[src/rtl/hsl_pkg.sv]
package hsl_pkg;

  typedef enum logic {
    MODE_BYTE = 1'b0,
    MODE_BIT  = 1'b1
  } frameMode_e;

  // strobes from control to the status datapath
  typedef struct packed {
    logic capture;  // load live values and freeze
    logic follow;   // load live values, stay open
    logic reopen;   // reopen command: clear zero-count bit
  } latchStrobe_t;

endpackage

[src/rtl/hsl_ctrl.sv]
module hsl_ctrl
  import hsl_pkg::*;
(
  input  logic         clk,
  input  logic         rstN,
  input  frameMode_e   mode,
  input  logic         rxEnable,
  input  logic         enterHunt,
  input  logic         syncMatch,
  input  logic         flagSeen,
  input  logic         abortSeen,
  input  logic         resetExtStat,
  input  logic         changeSeen,
  output logic         huntLive,
  output latchStrobe_t strobe,
  output logic         irq
);

  logic rxEnPrev;
  logic latchOpen;
  logic rxRise;
  logic huntSet;
  logic huntClr;

  always_comb begin
    rxRise  = rxEnable && !rxEnPrev;
    huntSet = enterHunt || ((mode == MODE_BIT) && (abortSeen || rxRise));
    huntClr = (mode == MODE_BIT) ? flagSeen : syncMatch;
  end

  always_comb begin
    strobe.reopen  = resetExtStat;
    strobe.capture = !resetExtStat && latchOpen && changeSeen;
    strobe.follow  = !resetExtStat && latchOpen && !changeSeen;
  end

  always_ff @(posedge clk) begin
    if (!rstN) begin
      huntLive  <= 1'b0;
      rxEnPrev  <= 1'b0;
      latchOpen <= 1'b1;
      irq       <= 1'b0;
    end else begin
      rxEnPrev <= rxEnable;
      if (huntSet)      huntLive <= 1'b1;
      else if (huntClr) huntLive <= 1'b0;
      if (resetExtStat) begin
        latchOpen <= 1'b1;
        irq       <= 1'b0;
      end else if (latchOpen && changeSeen) begin
        latchOpen <= 1'b0;
        irq       <= 1'b1;
      end
    end
  end

  AST_BYTE_NO_AUTO_HUNT: assert property (@(posedge clk) disable iff (!rstN)
    (mode == MODE_BYTE && !enterHunt && !huntLive) |=> !huntLive);

  AST_FLAG_CLEARS_HUNT: assert property (@(posedge clk) disable iff (!rstN)
    (mode == MODE_BIT && flagSeen && !enterHunt && !abortSeen && !rxRise) |=> !huntLive);

  AST_SET_WINS: assert property (@(posedge clk) disable iff (!rstN)
    (enterHunt && (syncMatch || flagSeen)) |=> huntLive);

  AST_IRQ_STICKY: assert property (@(posedge clk) disable iff (!rstN)
    (irq && !resetExtStat) |=> irq);

  AST_RESET_DROPS_IRQ: assert property (@(posedge clk) disable iff (!rstN)
    resetExtStat |=> !irq);

endmodule

[src/rtl/hsl_datapath.sv]
module hsl_datapath
  import hsl_pkg::*;
(
  input  logic         clk,
  input  logic         rstN,
  input  logic         huntLive,
  input  logic         zeroCountIn,
  input  logic         txUnderrun,
  input  logic         resetUnderrun,
  input  latchStrobe_t strobe,
  output logic         changeSeen,
  output logic         statHunt,
  output logic         statEom,
  output logic         statZeroCnt
);

  logic eomLive;

  // any Hunt edge, and rising edges of underrun and zero-count, warrant an interrupt
  always_comb begin
    changeSeen = (huntLive != statHunt)
              || (eomLive && !statEom)
              || (zeroCountIn && !statZeroCnt);
  end

  always_ff @(posedge clk) begin
    if (!rstN) begin
      eomLive <= 1'b0;
    end else if (txUnderrun) begin
      eomLive <= 1'b1;
    end else if (resetUnderrun) begin
      eomLive <= 1'b0;
    end
  end

  always_ff @(posedge clk) begin
    if (!rstN) begin
      statHunt    <= 1'b0;
      statEom     <= 1'b0;
      statZeroCnt <= 1'b0;
    end else if (strobe.reopen) begin
      statZeroCnt <= 1'b0;
    end else if (strobe.capture || strobe.follow) begin
      statHunt    <= huntLive;
      statEom     <= eomLive;
      statZeroCnt <= zeroCountIn;
    end
  end

  AST_ZC_CLEARED: assert property (@(posedge clk) disable iff (!rstN)
    strobe.reopen |=> !statZeroCnt);

  AST_EOM_PRIORITY: assert property (@(posedge clk) disable iff (!rstN)
    txUnderrun |=> eomLive);

  AST_EOM_CLEARED: assert property (@(posedge clk) disable iff (!rstN)
    (resetUnderrun && !txUnderrun) |=> !eomLive);

  AST_STROBES_EXCLUSIVE: assert property (@(posedge clk) disable iff (!rstN)
    $onehot0({strobe.capture, strobe.follow, strobe.reopen}));

endmodule

[src/rtl/hunt_status_latch.sv]
module hunt_status_latch
  import hsl_pkg::*;
(
  input  logic clk,
  input  logic rstN,
  input  logic bitMode,
  input  logic rxEnable,
  input  logic enterHunt,
  input  logic syncMatch,
  input  logic flagSeen,
  input  logic abortSeen,
  input  logic zeroCountIn,
  input  logic txUnderrun,
  input  logic resetUnderrun,
  input  logic resetExtStat,
  output logic statHunt,
  output logic statEom,
  output logic statZeroCnt,
  output logic extStatIrq
);

  latchStrobe_t strobe;
  logic         huntLive;
  logic         changeSeen;

  hsl_ctrl u_ctrl (
    .clk          (clk),
    .rstN         (rstN),
    .mode         (frameMode_e'(bitMode)),
    .rxEnable     (rxEnable),
    .enterHunt    (enterHunt),
    .syncMatch    (syncMatch),
    .flagSeen     (flagSeen),
    .abortSeen    (abortSeen),
    .resetExtStat (resetExtStat),
    .changeSeen   (changeSeen),
    .huntLive     (huntLive),
    .strobe       (strobe),
    .irq          (extStatIrq)
  );

  hsl_datapath u_datapath (
    .clk           (clk),
    .rstN          (rstN),
    .huntLive      (huntLive),
    .zeroCountIn   (zeroCountIn),
    .txUnderrun    (txUnderrun),
    .resetUnderrun (resetUnderrun),
    .strobe        (strobe),
    .changeSeen    (changeSeen),
    .statHunt      (statHunt),
    .statEom       (statEom),
    .statZeroCnt   (statZeroCnt)
  );

  AST_FROZEN_STABLE: assert property (@(posedge clk) disable iff (!rstN)
    (extStatIrq && !resetExtStat) |=> $stable({statHunt, statEom, statZeroCnt}));

  AST_UNDERRUN_CLEAR_QUIET: assert property (@(posedge clk) disable iff (!rstN)
    (!extStatIrq && resetUnderrun && !txUnderrun && !resetExtStat && !enterHunt
     && !syncMatch && !flagSeen && !abortSeen && !rxEnable && !zeroCountIn
     && $stable(statHunt)) |=> !$rose(extStatIrq) || $changed(statHunt) || statZeroCnt || statEom);

endmodule

[config.mk]
export PLATFORM = sky130hd
export DESIGN_NAME = hunt_status_latch
export DESIGN_NICKNAME = d
export VERILOG_FILES = /design/src/rtl/hsl_pkg.sv /design/src/rtl/hsl_ctrl.sv /design/src/rtl/hsl_datapath.sv /design/src/rtl/hunt_status_latch.sv
export SDC_FILE = /design/constraint.sdc
export NUM_CORES = 1
export LEC_CHECK = 0
export BUFFER_PORTS_ARGS = -buffer_cell sky130_fd_sc_hd__buf_2
export CORE_AREA = 2 2 39 41
export DETAILED_ROUTE_END_ITERATION = 8
export DIE_AREA = 0 0 41 43
export PLACE_DENSITY = 0.55
export RECOVER_POWER = 50
export SYNTH_ARGS = -nofsm -noshare
export SYNTH_HDL_FRONTEND = slang
export SYNTH_SLANG_ARGS = --single-unit
[constraint.sdc]
create_clock -name clk -period 1.6 [get_ports clk]
set_clock_uncertainty 0.2 [all_clocks]
set_input_delay 0.08 -clock clk [delete_from_list [all_inputs] [get_ports clk]]
set_output_delay 0.08 -clock clk [all_outputs]
set_load 0.005 [all_outputs]
==> flow_summary.json, run 1 <==
{
  "dpl_cell_area_um2": 426.7,
  "yosysWarnings": 0,
  "nets": 75,
  "synthCells": 33,
  "synthArstFlopShare_pct": 0,
  "grt_pass1_vias": 330,
  "tightest_slew_ns": 0.3759,
  "timing.final.crit_share_pct": 96.79,
  "dieArea_um2": 1763,
  "clk_latency_ns": 0.25,
  "max_stage_delay_ns": 0.54,
  "clkTransAtPathRegs_ns": 0.05,
  "hpwl_um": 518.2,
  "power_leakage_nw": 0.2634,
  "worstPathMaxFanout": 7,
  "fp.dieW_um": 41,
  "regArea_um2": 160.2,
  "drive_gt1_share_pct": 29.51,
  "tns_ns": 0,
  "diodes": 0,
  "ant_nets": 0,
  "viasPerCell": 4.156,
  "syn_to_final_growth_pct": 69.06,
  "worstPathRequired_ns": 1.54,
  "path_cells": "dlygate4sd3_1 > buf_2 > and2_1 > dlygate4sd3_1",
  "multi_input_area_um2": 167.7,
  "port_buffers": 15,
  "synth_common_cells": "dfxtp_1, inv_1, mux2i_1, nor2b_1",
  "hold_viol_final": 0,
  "clockBufferDepth": 2,
  "grt_util_all_layers_pct": 11.33,
  "fin_hold_ws_ns": 0.01090,
  "core_area_um2": 1384,
  "critical_path_buf_inv_count": 3,
  "io-pin-count": 16,
  "max_cap_violations": 0,
  "numCtsBuffers": 3,
  "endpoint_kind": "register",
  "n_fill_cell": 152,
  "synthFlopType": "dfxtp_1",
  "clock-sinks": 8,
  "wl_per_cell_um": 9.545,
  "synth.distinct_cells": 17,
  "outcome": "complete, no violations",
  "final_cell_area_um2": 560.5,
  "peakVddDrop_mv": 0.3027,
  "cp_slowest_cell": "dlygate4sd3_1",
  "utilization_pct": 40.51,
  "antenna_found_initial": 0,
  "synth_edf_count": 0,
  "post-synth-top-area-cell": "dfxtp_1",
  "grt_max_degree": 8,
  "syn_nets": 45,
  "hold_class": "in -> reg",
  "synth_top_cell_area_share_pct": 48.30,
  "cpLargestDelayFamily": "buffers and inverters",
  "drc_errors": 0,
  "vias": 320,
  "p_per_area_nw_per_um2": 802.9,
  "cpMostUsedCell": "dlygate4sd3_1",
  "avgSynthCellArea_um2": 10.05,
  "yosysMostFrequentCell": "dfxtp_1",
  "min_period_ns": 1.549,
  "gp_congestion": 0.6002,
  "drtIter0Drc": 0,
  "cp.arrival_ns": 1.49,
  "firstDrtPassIters": 1,
  "synth.top_cells.by_area": "dfxtp_1, mux2i_1, nor2b_1, a21boi_0, a221oi_2",
  "cts_tree": "built",
  "setup_viol": 0,
  "synth_area_um2": 331.6,
  "drv_slew": 0,
  "finalWirelength_um": 735,
  "yosysSeqAreaShare_pct": 48.30,
  "clock.fmax_mhz": 645.7,
  "start_util_pct": 23.96,
  "core.rowCount": 14,
  "crit_type": "in -> reg",
  "cts_setup_buffers": 0,
  "die_h_um": 43,
  "htree_levels": 1,
  "grt-ovfl-total": 0,
  "grt_pass1_wl_mm": 1.276,
  "startpoint_type": "input port",
  "relSlewSlack_pct": 74.94,
  "cts_root_buffer": "clkbuf_4",
  "yosys_register_bits": 8,
  "rsz0062_at_grt": "no"
}
stage by stage:
stage	std cells	setup slack, ns	power (mW)
after floorplan	33	0.5164	0.2549
after global placement	64	0.4883	0.2815
after detailed placement	64	0.4670	0.2820
after global routing	77	0.003113	0.4787
final	77	0.05138	0.4501
after CTS	79	0.04912	0.4625
worst register-to-register path, stage by stage (launching register included):
cell	delay, ns
dfxtp_1	0.41
mux2i_1	0.21
nor2_1	0.05
dlygate4sd3_1	0.54
flip-flops by register name, indices dropped and copies added, names as in the netlist:
name,cells
u_datapath.eomLive,1
u_ctrl.rxEnPrev,1
u_ctrl.huntLive,1
u_ctrl.latchOpen,1
u_ctrl.irq,1
u_datapath.statZeroCnt,1
u_datapath.statEom,1
u_datapath.statHunt,1
what timing repair did:
item	CTS	global route
gates resized for setup	0	2
hold buffers	12	0
setup endpoints to repair	0	2
endpoints found under the hold margin	8	0
cell families (layout without fill, tap and decap cells):
logic type | Yosys count | after routing | synth area share [%]
simple gates | 10 | 10 | 18.11
compound gates | 8 | 8 | 18.49
flops | 8 | 8 | 48.30
mux | 3 | 3 | 9.057
buf+inv | 3 | 31 | 3.396
xor+xnor | 1 | 1 | 2.642
area by class of cell:
class | instances | area share [%]
timing repair buffer | 25 | 31.92
multi-input combinational | 22 | 29.91
sequential | 8 | 28.57
clock buffer | 3 | 4.018
tap | 16 | 3.571
inverter | 3 | 2.009
per-layer routing:
metal | part of all wire, % | GRT usage, % | routed length, µm | up-vias
met4 | 1.8 | 12.00 | 13 | 0
met5 | 0 | 0 | 0 | -
met3 | 7.1 | 3.141 | 52 | 2
met1 | 43 | 10.90 | 315 | 141
met2 | 48 | 17.19 | 354 | 9
li1 | - | - | - | 168
power breakdown:
part | switching (mW) | internal (mW) | total, mW
combinational | 0.0260 | 0.0501 | 0.0761
clock | 0.0664 | 0.0857 | 0.152
sequential | 0.00946 | 0.212 | 0.222
total | 0.102 | 0.348 | 0.450
worst paths after layout:
path	start	slack [ns]	cells past startpoint	to
setup / recovery	rstN	0.05	4	u_ctrl.rxEnPrev
hold / removal	syncMatch	0.01	4	u_ctrl.huntLive
setup reg to reg	u_ctrl.latchOpen	0.08	3	u_datapath.statZeroCnt
hold reg to reg	u_datapath.statEom	0.28	2	u_datapath.statEom
cells in the final DEF, fill, tap and decap left out, types with 2 or more instances in the layout:
cell           instances
a21boi_0               2
buf_2                 13
clkbuf_4               3
dfxtp_1                8
dlygate4sd3_1         11
inv_1                  3
mux2i_1                3
nand3b_1               2
nor2b_1                3
(Power assumes the default switching activity.)
==> run 2, diff against run 1 <==
==> constraint.sdc (replaced) <==
create_clock -name clk -period 1.5 [get_ports clk]
set_clock_uncertainty 0.2 [all_clocks]
set_input_delay 0.3 -clock clk [delete_from_list [all_inputs] [get_ports clk]]
set_output_delay 0.3 -clock clk [all_outputs]
set_load 0.005 [all_outputs]
==> run 2 against run 1 <==
Effect of this change:
- sequential share of layout area up 7.2 points
- die area unchanged
- critical path depth down 3
- core utilization down 8.1 points
- flip-flop and latch count unchanged
- hold slack better by 0.039 ns
- combinational power down 24%
- register-to-register slack better by 0.29 ns
- setup slack better by 0.21 ns
- via count down 11%
==> flow_summary.json, run 2 (synthesis results as in run 1) <==
{
  "outcome": "complete, no violations",
  "endpoint_kind": "output pin",
  "power_mw": 0.4622,
  "syn_to_final_growth_pct": 35.09,
  "htree_levels": 1,
  "grt_pass1_wl_mm": 1.048,
  "clockPowerShare_pct": 36.2,
  "worstPathRequired_ns": 1.00,
  "core_area_um2": 1384,
  "dpl_cell_area_um2": 426.7,
  "grt_util_all_layers_pct": 9.677,
  "setup_ws_ns": 0.2661,
  "p_sw_share_pct": 23.75,
  "startpoint_type": "register",
  "port_buffers": 15,
  "gp_congestion": 0.5556,
  "antenna_found_initial": 0,
  "seqPwrFrac_pct": 51.3,
  "viasPerCell": 4.269,
  "clockBufferDepth": 2,
  "power.switching_mw": 0.1097,
  "final_cell_area_um2": 447.9,
  "setup_viol": 0,
  "grt_max_degree": 8,
  "pre_cts_ws_ns": 0.3656,
  "firstDrtPassIters": 3,
  "peakVddDrop_mv": 0.4578,
  "core.rowCount": 14,
  "tightest_slew_ns": 0.2560,
  "timing.final.crit_share_pct": 82.26,
  "drive_gt1_share_pct": 35.29,
  "clkTransAtPathRegs_ns": 0.06,
  "instances_no_fill": 67,
  "grt-ovfl-total": 0,
  "cts_root_buffer": "clkbuf_4",
  "min_period_ns": 1.234,
  "finalWirelength_um": 638,
  "max_stage_delay_ns": 0.36,
  "combPwrFrac_pct": 12.5,
  "cts_setup_buffers": 0,
  "cts_hold_buf": 0,
  "die_h_um": 43,
  "diodes": 0,
  "wl_per_cell_um": 9.522,
  "cp_slowest_cell": "dfxtp_1",
  "post_cts_resized": 0,
  "dp.cells": 64,
  "power_leakage_nw": 0.2111,
  "clk_latency_ns": 0.26,
  "grt_pass1_vias": 279,
  "critical_path_buf_inv_count": 1,
  "hold_viol_final": 0,
  "nets": 65,
  "rsz0062_at_grt": "no",
  "drtIter0Drc": 3,
  "crit_type": "reg -> out",
  "path_cells": "buf_2",
  "p_per_area_nw_per_um2": 1032,
  "drc_errors": 0,
  "dieArea_um2": 1763,
  "clock.fmax_mhz": 810.4,
  "layout_common_cells": "buf_2, dfxtp_1",
  "clock-sinks": 8,
  "fp.dieW_um": 41,
  "ant_nets": 0,
  "hold_class": "in -> reg",
  "cp.arrival_ns": 0.73,
  "start_util_pct": 23.96,
  "internal_power_mw": 0.3524,
  "tns_ns": 0,
  "io-pin-count": 16,
  "cpLargestDelayFamily": "flip-flops",
  "numCtsBuffers": 3,
  "vias": 286,
  "max_cap_violations": 0,
  "layout_commonest_cell": "buf_2",
  "relSlewSlack_pct": 82.94,
  "worstPathMaxFanout": 3,
  "cts_tree": "built",
  "drv_slew": 0
}
==> run 2: per-stage QoR <==
step           hold slack [ns]  util (%)
5_1_grt                0.04707     32.37
6_report               0.04950     32.37
3_5_place_dp            0.2594     30.83
4_1_cts                0.04350     32.46
2_1_floorplan           0.2175         -
3_3_place_gp            0.2563     30.83
==> run 2: layout make-up <==
cell class | count | area, µm²
clock buffer | 3 | 22.52
inverter | 3 | 11.26
tap | 16 | 20.02
sequential | 8 | 160.2
fill | 145 | 935.9
multi-input combinational | 22 | 160.2
timing repair buffer | 15 | 73.82
==> run 2: path summary, 6_finish.rpt <==
path	startpoint	to	slack, ns	cells after the start
hold / removal	txUnderrun	u_datapath.eomLive	0.05	2
hold reg to reg	u_ctrl.irq	u_ctrl.irq	0.27	2
setup / recovery	u_datapath.statHunt	statHunt	0.27	1
setup reg to reg	u_ctrl.huntLive	u_ctrl.irq	0.37	3
==> run 2: metal layers <==
layer  GRT usage (%)  vias up  routed length, µm
met5               0        -                  0
met4           8.000        0                 13
met3           6.283        2                 57
met2           14.06       11                306
met1           8.795      124                261
li1                -      149                  -
==> run 2: power by group through the flow <==
stage	clock, mW	combinational, mW	sequential [mW]
2_1_floorplan	0	0.0313	0.241
3_3_place_gp	0	0.0588	0.242
3_5_place_dp	0	0.0591	0.242
4_1_cts	0.174	0.0594	0.237
5_1_grt	0.180	0.0656	0.239
6_report	0.167	0.0578	0.237
==> run 3, diff against run 2 <==
==> constraint.sdc (replaced) <==
create_clock -name clk -period 1.2 [get_ports clk]
set_clock_uncertainty 0.2 [all_clocks]
set_input_delay 0.24 -clock clk [delete_from_list [all_inputs] [get_ports clk]]
set_output_delay 0.24 -clock clk [all_outputs]
set_load 0.005 [all_outputs]
==> run 3 against run 2 <==
Effect of this change:
- die area is the same
- via count rose by 0.70%
- largest power group unchanged
- critical path type unchanged
- routed wire length rose by 4.2%
- global-route usage rose by 0.75 points
- final cell count grew 3.0%
- setup slack lost 0.22 ns
==> flow_summary.json, run 3 (synthesis results as in run 1) <==
{
  "grt_util_all_layers_pct": 10.43,
  "grt_pass1_vias": 295,
  "rsz0062_at_grt": "no",
  "drv_slew": 0,
  "grt_pass1_wl_mm": 1.152,
  "nets": 67,
  "path_cells": "buf_2",
  "worstPathMaxFanout": 3,
  "gp_congestion": 0.6003,
  "max_stage_delay_ns": 0.34,
  "clk_latency_ns": 0.25,
  "n_fill_cell": 156,
  "vias": 288,
  "numCtsBuffers": 3,
  "dp.cells": 64,
  "setup_viol": 0,
  "power_leakage_nw": 0.2223,
  "port_buffers": 15,
  "cts_root_buffer": "clkbuf_4",
  "outcome": "complete, no violations",
  "drc_errors": 0,
  "clockBufferDepth": 2,
  "viasPerCell": 4.174,
  "grt-ovfl-total": 0,
  "finalWirelength_um": 665,
  "instances_no_fill": 69,
  "start_util_pct": 23.96,
  "drive_gt1_share_pct": 39.62,
  "tightest_slew_ns": 0.2244,
  "cts_tree": "built",
  "critical_path_buf_inv_count": 1,
  "htree_levels": 1,
  "core.rowCount": 14,
  "syn_to_final_growth_pct": 42.26,
  "crit_type": "reg -> out",
  "hold_class": "in -> reg",
  "drtIter0Drc": 3,
  "tns_ns": 0,
  "grt_max_degree": 8,
  "endpoint_kind": "output pin",
  "antenna_found_initial": 0,
  "die_h_um": 43,
  "wl_per_cell_um": 9.638,
  "min_path_cells": 3,
  "multi_input_area_um2": 160.2,
  "cts_setup_buffers": 0,
  "p_per_area_nw_per_um2": 1225,
  "hpwl_um": 518.2,
  "regArea_um2": 162.7,
  "clock.fmax_mhz": 869.7,
  "fp.dieW_um": 41,
  "layout_commonest_cell": "buf_2",
  "core_area_um2": 1384,
  "setup_ws_ns": 0.05016,
  "cpLargestDelayFamily": "flip-flops",
  "pre_cts_ws_ns": 0.06705,
  "startpoint_type": "register",
  "layout_common_cells": "buf_2, dfxtp_1",
  "cp.arrival_ns": 0.71,
  "worstPathRequired_ns": 0.76,
  "r2r.worst_path.cells": 3,
  "dieArea_um2": 1763,
  "relSlewSlack_pct": 85.04,
  "cp_slowest_cell": "dfxtp_1",
  "ant_nets": 0,
  "clock-sinks": 8,
  "io-pin-count": 16,
  "hold_viol_final": 0,
  "peakVddDrop_mv": 0.4031,
  "min_period_ns": 1.150,
  "crit_cells": 1,
  "diodes": 0,
  "clkTransAtPathRegs_ns": 0.05,
  "fin_hold_ws_ns": 0.05791,
  "firstDrtPassIters": 2,
  "max_cap_violations": 0,
  "timing.final.crit_share_pct": 95.82
}
run 3: worst paths after layout:
kind	startpoint	end	slack, ns
setup / recovery	u_datapath.statEom	statEom	0.05
hold / removal	zeroCountIn	u_datapath.statZeroCnt	0.06
setup reg to reg	u_ctrl.huntLive	u_ctrl.irq	0.07
hold reg to reg	u_datapath.statEom	u_datapath.statEom	0.28
run 3: power by group:
part	total, mW	internal (mW)	switching (mW)
clock	0.203	0.114	0.0889
sequential	0.297	0.284	0.0127
combinational	0.0779	0.0474	0.0305
total	0.578	0.446	0.132
run 3: area by class of cell:
type,instances,share of cell area (%)
Sequential cell,8,34.48
Multi-Input combinational cell,22,33.95
Timing Repair Buffer,17,20.16
Clock buffer,3,4.775
Tap cell,16,4.244
Inverter,3,2.387
run 3: stage by stage:
step	util [%]	instance area, µm²	power, mW
5_1_grt	34.09	471.7	0.6141
6_report	34.09	471.7	0.5777
3_5_place_dp	30.83	426.7	0.3759
2_1_floorplan	-	331.6	0.3398
3_3_place_gp	30.83	426.7	0.3753
4_1_cts	33.91	469.2	0.5919
run 3: worst min-delay path, stage by stage:
cell,delay (ns)
buf_2,0.10
mux2i_1,0.07
nor2_1,0.07
run 3: repair_timing:
| action | CTS | global route |
|---|---|---|
| resized for setup | 0 | 2 |
| hold buffers | 2 | 0 |
| hold endpoints to repair | 2 | 0 |
| setup endpoints to repair | 0 | 2 |
run 3: layer usage:
| layer | share of wire [%] | global-route usage [%] | wire length [µm] | vias to the layer above |
|---|---|---|---|---|
| met3 | 8.1 | 3.665 | 54 | 2 |
| met1 | 42 | 10.58 | 281 | 125 |
| met2 | 47 | 14.37 | 315 | 9 |
| li1 | - | - | - | 152 |
| met5 | 0 | 0 | 0 | - |
| met4 | 2.0 | 12.00 | 13 | 0 |
